--- src/rtl/subrange_corrector.sv ---
module subrange_corrector #(
  parameter int W1 = 3,
  parameter int W2 = 3,
  parameter int W3 = 4,
  parameter int W4 = 4
) (
  input  logic                           clk,
  input  logic                           rst,
  input  logic                           encode,
  input  logic [W1-1:0]                  code_a,
  input  logic [W2-1:0]                  code_b,
  input  logic [W3-1:0]                  code_c,
  input  logic [W4-1:0]                  code_d,
  input  logic                           over_in,
  input  logic                           under_in,
  output logic                           ready,
  output logic [W1+W2+W3+W4-3:0]         word,
  output logic                           range_err
);

  localparam int OUT_W = W1 + W2 + W3 + W4 - 2;
  localparam int SUM_W = OUT_W + 2;
  localparam int P3    = W4;
  localparam int P2    = P3 + W3 - 1;
  localparam int P1    = P2 + W2 - 1;
  localparam logic [SUM_W-1:0] OFS = SUM_W'((1 << (P1 - 1)) + (1 << (P2 - 1)));

  typedef enum logic [2:0] {IDLE, ST1, ST2, ST3, ST4} phase_t;

  phase_t            phase;
  logic              enc_q;
  logic [W1-1:0]     a_q;
  logic [W2-1:0]     b_q;
  logic [W3-1:0]     c_q;
  logic [SUM_W-1:0]  sum;
  logic [OUT_W-1:0]  clamped;
  logic [OUT_W-1:0]  final_word;

  wire start_edge = encode && !enc_q;

  assign sum = (SUM_W'(a_q) << P1) + (SUM_W'(b_q) << P2) + (SUM_W'(c_q) << P3)
             + SUM_W'(code_d) - OFS;

  always_comb begin
    if (sum[SUM_W-1])
      clamped = '0;
    else if (sum[SUM_W-2:OUT_W] != '0)
      clamped = '1;
    else
      clamped = sum[OUT_W-1:0];
  end

  assign final_word = over_in ? '1 : (under_in ? '0 : clamped);

  always_ff @(posedge clk) begin
    if (rst) begin
      phase     <= IDLE;
      enc_q     <= 1'b1;
      ready     <= 1'b1;
      word      <= '0;
      range_err <= 1'b0;
      a_q       <= '0;
      b_q       <= '0;
      c_q       <= '0;
    end else begin
      enc_q <= encode;
      case (phase)
        IDLE: if (start_edge) begin
          phase <= ST1;
          ready <= 1'b0;
        end
        ST1: begin
          a_q   <= code_a;
          phase <= ST2;
        end
        ST2: begin
          b_q   <= code_b;
          phase <= ST3;
        end
        ST3: begin
          c_q   <= code_c;
          phase <= ST4;
        end
        ST4: begin
          word      <= final_word;
          range_err <= over_in | under_in;
          ready     <= 1'b1;
          phase     <= IDLE;
        end
        default: phase <= IDLE;
      endcase
    end
  end

  p_busy_low_r2: assert property (@(posedge clk) disable iff (rst)
    (phase != IDLE) |-> !ready);

  p_start_r2: assert property (@(posedge clk) disable iff (rst)
    (phase == IDLE && encode && !enc_q) |=> (!ready && phase == ST1));

  p_finish_r3: assert property (@(posedge clk) disable iff (rst)
    (phase == ST4) |=> ready);

  p_ignore_r8: assert property (@(posedge clk) disable iff (rst)
    (phase == ST2 && encode && !enc_q) |=> (phase == ST3));

  p_hold_r9: assert property (@(posedge clk) disable iff (rst)
    (phase != ST4) |=> ($stable(word) && $stable(range_err)));

  p_over_r6: assert property (@(posedge clk) disable iff (rst)
    (phase == ST4 && over_in) |=> (word == '1 && range_err));

  p_under_r7: assert property (@(posedge clk) disable iff (rst)
    (phase == ST4 && !over_in && under_in) |=> (word == '0 && range_err));

  p_clamp_r5: assert property (@(posedge clk) disable iff (rst)
    (phase == ST4 && !over_in && !under_in) |=> !range_err);

endmodule

--- config.mk ---
export PLATFORM = sky130hd
export DESIGN_NAME = subrange_corrector
export DESIGN_NICKNAME = d
export VERILOG_FILES = /design/src/rtl/subrange_corrector.sv
export SDC_FILE = /design/constraint.sdc
export NUM_CORES = 1
export LEC_CHECK = 0
export ABC_AREA = 0
export BUFFER_PORTS_ARGS = -buffer_cell sky130_fd_sc_hd__buf_2
export CORE_UTILIZATION = 35
export CTS_BUF_LIST = sky130_fd_sc_hd__clkbuf_4 sky130_fd_sc_hd__clkbuf_8
export DETAILED_ROUTE_END_ITERATION = 7
export GPL_ROUTABILITY_DRIVEN = 0
export PLACE_DENSITY = 0.54
export SYNTH_ARGS = -nofsm -noshare
export SYNTH_HDL_FRONTEND = slang
export SYNTH_SLANG_ARGS = --single-unit
export TNS_END_PERCENT = 50
--- constraint.sdc ---
create_clock -name clk -period 6 [get_ports clk]
set_clock_uncertainty 0.2 [all_clocks]
set_input_delay 0 -clock clk [delete_from_list [all_inputs] [get_ports clk]]
set_output_delay 0 -clock clk [all_outputs]
set_load 0.01 [all_outputs]
==> flow_metrics.env, run 1 <==
export IMPL_outcome="complete, no violations"
export IMPL_die_area_mm2=0.003881
export IMPL_die_height_um=62.30
export IMPL_layout_common_cells="32 x buf_2, 30 x dlygate4sd3_1, 28 x dfxtp_1"
export IMPL_power_frac_comb=0.130
export IMPL_fin_setup_tns_ns=0
export IMPL_pwr_density_cell_mw_per_mm2=206.8
export IMPL_pin_count=33
export IMPL_port_buffers=32
export IMPL_drive_above_1_share=0.2391
export IMPL_synth_top_area_frac=0.4405
export IMPL_syn_nets=152
export IMPL_finalSetupViolCount=0
export IMPL_max_freq_mhz=363.7
export IMPL_fin_crit_sh=0.4583
export IMPL_ir_drop_v=0.0001089
export IMPL_synthFlopType="dfxtp_1"
export IMPL_n_antenna_cell=0
export IMPL_grtUsageMet2=0.2569
export IMPL_numClockSinks=28
export IMPL_wl_per_cell_um=11.53
export IMPL_vias=1065
export IMPL_worst_pin_slew_ns=0.8630
export IMPL_hp_class="in -> reg"
export IMPL_cp_max_fo=12
export IMPL_syn2layout_area_growth_pct=40.90
export IMPL_drc=0
export IMPL_dpl_cell_count=196
export IMPL_synth_cells=125
export IMPL_synthArstFlopShare=0
export IMPL_htreeDepth=1
export IMPL_rows=21
export IMPL_final_cells=230
export IMPL_seq_power_share=0.523
export IMPL_grt_use_met3=0.02206
export IMPL_cp_data_arrival_time_ns=2.85
export IMPL_p_sw_uw=85.00
export IMPL_clkTransAtPathRegs_ns=0.16
export IMPL_drt_first_iter_violations=40
export IMPL_endpoint_kind="flop"
export IMPL_cts_tree="built"
export IMPL_hold_violations=0
export IMPL_grt_usage=0.1535
export IMPL_final_common_cell="buf_2"
export IMPL_synth_seq_cells=28
export IMPL_ys_warn_count=0
export IMPL_rsz0062_at_grt="no"
export IMPL_dp_final_hpwl_um=1820
export IMPL_core_area_mm2=0.003416
export IMPL_avgSynthCellArea_um2=10.18
export IMPL_critical_path_required_ns=6.10
export IMPL_yosysSeqAreaShare=0.4405
export IMPL_ys_types=34
export IMPL_grt_pass1_vias=1073
export IMPL_slew_violations=0
export IMPL_p_leak_nw=0.8404
export IMPL_slew_limit_headroom=0.4247
export IMPL_synth_enable_flop_cells=0
export IMPL_cts_resized=0
export IMPL_syn_area_mm2=0.001272
export IMPL_grt_overflow=0
export IMPL_totalPowerFinal_uw=370.8
export IMPL_maxCapViolCount=0
export IMPL_grt_max_degree=18
export IMPL_worst_setup_path_type="reg -> reg"
export IMPL_clk_path_buf_depth=2
export IMPL_use_met1=0.1843
export IMPL_via_per_inst=4.630
export IMPL_grt_pass1_wl_um=4671
export IMPL_postRouteAntennaNets=0
export IMPL_start_kind="flop"
export IMPL_p_sw_frac=0.2292
export IMPL_antenna_found_initial=0
export IMPL_nets=212
export IMPL_die_w_um=62.30
export IMPL_grt_busiest_layer="met2"
export IMPL_ys_top_cells_by_area="dfxtp_1 44%, o221a_1 8.8%, ha_1 6.9%"
export IMPL_internal_power_uw=285.8
export IMPL_fin_crit_ns=2.750
export IMPL_start_util=0.3725
export IMPL_cts_root_buffer="clkbuf_4"
export IMPL_wirelength_um=2651
export IMPL_numCtsBuffers=3
export IMPL_clkPwrFrac=0.347
export IMPL_synth_top_area_cell="dfxtp_1"
export IMPL_drt_pass1_iterations=4
export IMPL_clk_latency_ns=0.34
[flip-flops by register name (all words and copies together) (netlist names)]
signal     count
a_q            3
b_q            3
c_q            4
enc_q          1
phase          3
range_err      1
ready          1
word          12
[synth_stat cells, types with 2 or more instances]
cell type and count:
dfxtp_1 28, nor2_1 20, inv_1 11, o221a_1 10
a21oi_1 8, ha_1 7, mux2i_1 5, nor3b_1 3
xnor2_1 3, buf_4 2, buf_6 2, clkbuf_1 2
nand3b_1 2, o221a_2 2
[worst max-delay path: stages (launching register included)]
cell	delay, ns
dfxtp_1	0.36
inv_1	0.05
ha_1	0.26
inv_1	0.06
ha_1	0.19
fa_1	0.22
nand3b_1	0.11
a31o_2	0.25
a21oi_1	0.69
o221a_2	0.32
[area by class of cell]
cell class / instances / area [µm²]
clock inverter: 1 / 30.03
multi-input combinational: 78 / 616.8
clock buffer: 3 / 22.52
tap: 46 / 57.56
timing repair buffer: 62 / 460.4
inverter: 12 / 45.04
sequential: 28 / 560.5
fill: 335 / 1623
[power groups by stage]
stage / Clock (mW) / Sequential, mW / Combinational (mW)
after detailed placement: 0 / 0.198 / 0.0360
after global routing: 0.141 / 0.195 / 0.0543
after floorplan: 0 / 0.196 / 0.0276
after CTS: 0.130 / 0.194 / 0.0481
final: 0.129 / 0.194 / 0.0482
after global placement: 0 / 0.198 / 0.0353
[logic make-up (layout without fill, tap and decap cells)]
logic type                 Yosys count  after routing  synth area share
AOI/OAI and AO/OA                   27             27            0.1878
buffers and inverters               19             78           0.07472
DFF                                 28             28            0.4405
adders and majority gates            8              8           0.08456
xor gates and xnor gates             4              4           0.02754
muxes                                5              5           0.03933
and+or+nand+nor                     34             34            0.1455
[worst paths after layout]
kind	start	to	slack, ns	cells past startpoint
max reg2reg	c_q[3]	word[0]	3.25	9
min reg2reg	ready	ready	0.30	1
min	under_in	word[7]	0.08	4
max	c_q[3]	word[0]	3.25	9
[repair_timing]
| action | CTS | global route |
|---|---|---|
| buffers inserted | 0 | 0 |
| hold endpoints to repair | 20 | 0 |
| hold buffers | 30 | 0 |
[through the flow]
stage / setup WS [ns] / hold slack (ns) / area (µm²) / util
after CTS: 3.216 / 0.09076 / 1793 / 0.5249
after global placement: 3.348 / 0.01525 / 1440 / 0.4216
final: 3.250 / 0.08424 / 1793 / 0.5249
after detailed placement: 3.254 / 0.02436 / 1440 / 0.4216
after floorplan: 3.814 / -0.09342 / 1272 / -
after global routing: 2.977 / 0.1323 / 1793 / 0.5249
[routing by layer]
metal  wire, µm  share of wire  vias up
met5          0              0        -
met1       1267           0.48      477
met3         80          0.030        5
met2       1250           0.47       21
met4         53          0.020        0
li1           -              -      562
Note: power is estimated with default switching activity, not from simulation.
==> run 2, diff against run 1 <==
- clock period: 6 -> 2.55 ns (I/O delays scaled with it)
==> flow_metrics.env, run 2 (same netlist as run 1, synthesis figures left out) <==
export IMPL_holdPathStages=3
export IMPL_die_area_mm2=0.003881
export IMPL_syn2layout_area_growth_pct=44.05
export IMPL_grt_max_degree=18
export IMPL_clkPwrFrac=0.339
export IMPL_finalSetupViolCount=0
export IMPL_worst_pin_slew_ns=0.6953
export IMPL_hold_path_endpoint="word[3]"
export IMPL_nets=214
export IMPL_drt_first_iter_violations=24
export IMPL_rrSetupSlack_ns=0.21
export IMPL_port_buffers=32
export IMPL_pin_count=33
export IMPL_fin_crit_ns=2.336
export IMPL_p_sw_frac=0.2240
export IMPL_grt_usage=0.1555
export IMPL_start_util=0.3725
export IMPL_fin_setup_tns_ns=0
export IMPL_dp_final_hpwl_um=1849
export IMPL_layout_common_cells="32 x buf_2, 31 x dlygate4sd3_1, 28 x dfxtp_1"
export IMPL_hp_class="in -> reg"
export IMPL_slew_limit_headroom=0.5355
export IMPL_worstReg2RegStart="c_q[3]"
export IMPL_seq_power_share=0.526
export IMPL_die_height_um=62.30
export IMPL_grt_pass1_wl_um=4850
export IMPL_top_register="word"
export IMPL_rows=21
export IMPL_antenna_found_initial=0
export IMPL_drt_pass1_iterations=4
export IMPL_grt_pass1_vias=1124
export IMPL_htreeDepth=1
export IMPL_numCtsBuffers=3
export IMPL_outcome="complete, no violations"
export IMPL_core_area_mm2=0.003416
export IMPL_wl_per_cell_um=11.39
export IMPL_cts_setup_buffers=0
export IMPL_ir_drop_v=0.0001865
export IMPL_vias=1080
export IMPL_slew_violations=0
export IMPL_fin_crit_sh=0.9161
export IMPL_slowest_delay_ns=0.37
export IMPL_worst_setup_path_type="reg -> reg"
export IMPL_top_regs="word (12), c_q (4)"
export IMPL_rr_endpoint="word[1]"
export IMPL_fillers=328
export IMPL_numClockSinks=28
export IMPL_max_freq_mhz=428.1
export IMPL_n_antenna_cell=0
export IMPL_worstRegToRegCells=9
export IMPL_hold_violations=0
export IMPL_path_cells="inv_1, ha_1, inv_1, ha_1, fa_1, nand3b_1, a31o_2, a21oi_4, o221a_2"
export IMPL_largest_reg_flops=12
export IMPL_rsz0062_at_grt="no"
export IMPL_critical_path_required_ns=2.64
export IMPL_die_w_um=62.30
export IMPL_cts_root_buffer="clkbuf_4"
export IMPL_grt_overflow=0
export IMPL_maxCapViolCount=0
export IMPL_min_from="code_d[3]"
export IMPL_cts_tree="built"
export IMPL_place_area_mm2=0.001448
export IMPL_clk_path_buf_depth=2
export IMPL_cp_max_fo=12
export IMPL_final_common_cell="buf_2"
export IMPL_wirelength_um=2642
export IMPL_cp_slowest_cell="dfxtp_1"
export IMPL_internal_power_uw=674.2
export IMPL_start_kind="flop"
export IMPL_via_per_inst=4.655
export IMPL_p_sw_uw=194.6
export IMPL_pwr_density_cell_mw_per_mm2=474.0
export IMPL_clkTransAtPathRegs_ns=0.16
export IMPL_power_frac_comb=0.135
export IMPL_p_leak_nw=0.8525
export IMPL_drive_above_1_share=0.2473
export IMPL_cp_data_arrival_time_ns=2.43
export IMPL_drc=0
export IMPL_clk_latency_ns=0.34
export IMPL_postRouteAntennaNets=0
export IMPL_stdcell_area_mm2=0.001833
export IMPL_endpoint_kind="flop"
## run 2: cell count changes in the layout (fill, tap and decap cells not counted), sizes merged
| cell | previous run | this run |
|---|---|---|
| dlygate4sd3 | 30 | 31 |
| buf | 32 | 33 |
## run 2: layout make-up
| cell class | instances | area, µm² | share of cell area |
|---|---|---|---|
| clock buffers | 3 | 22.52 | 0.01229 |
| inverters | 12 | 45.04 | 0.02457 |
| well taps | 46 | 57.56 | 0.03140 |
| repair buffers | 64 | 478.0 | 0.2608 |
| multi-input cells | 78 | 639.4 | 0.3488 |
| flip-flops and latches | 28 | 560.5 | 0.3058 |
| clock inverters | 1 | 30.03 | 0.01638 |
## run 2: repair_timing
| action | CTS | global route |
|---|---|---|
| gates resized for setup | 1 | 2 |
| endpoints found under the hold margin | 28 | 0 |
| endpoints found under the setup margin | 12 | 12 |
| hold buffers | 31 | 0 |
## run 2: worst max-delay path, delay by kind of cell (launching register included)
kind / cells / cell delay, ns
compound gates: 3 / 0.82
fa+ha+maj: 3 / 0.68
flops: 1 / 0.37
buf+inv: 2 / 0.11
simple gates: 1 / 0.11
## run 2: worst max-delay path by stage
stage / start / endpoint / slack [ns] / depth (start not counted)
after floorplan: b_q[0] / word[2] / 0.36 / 10
after global routing: c_q[3] / word[1] / 0.04 / 9
after detailed placement: c_q[3] / word[1] / -0.17 / 9
after global placement: c_q[3] / word[1] / -0.11 / 9
final: c_q[3] / word[1] / 0.21 / 9
after CTS: c_q[3] / word[5] / 0.08 / 9
## run 2: stage by stage
stage | worst slack (ns) | power (mW) | utilization | hold WS, ns | std cells
floorplan | 0.3640 | 0.5271 | - | -0.09342 | 125
global placement | -0.1056 | 0.5487 | 0.4238 | 0.01578 | 197
detailed placement | -0.1678 | 0.5508 | 0.4238 | 0.02177 | 197
CTS | 0.08485 | 0.8788 | 0.5311 | 0.2488 | 232
global route | 0.04283 | 0.9251 | 0.5366 | 0.2325 | 232
finish | 0.2140 | 0.8688 | 0.5366 | 0.2405 | 232
## run 2: metal layers
layer	part of all wire	track usage	up-vias
li1	-	-	562
met1	0.47	0.1968	490
met2	0.47	0.2624	23
met3	0.037	0.02574	5
met4	0.017	0.06105	0
met5	0	0	-
## run 2: power groups by stage
stage / combinational, mW / sequential [mW] / clock (mW)
2_1_floorplan: 0.0650 / 0.462 / 0
4_1_cts: 0.115 / 0.457 / 0.307
3_5_place_dp: 0.0847 / 0.466 / 0
6_report: 0.117 / 0.457 / 0.295
3_3_place_gp: 0.0830 / 0.466 / 0
5_1_grt: 0.131 / 0.459 / 0.335
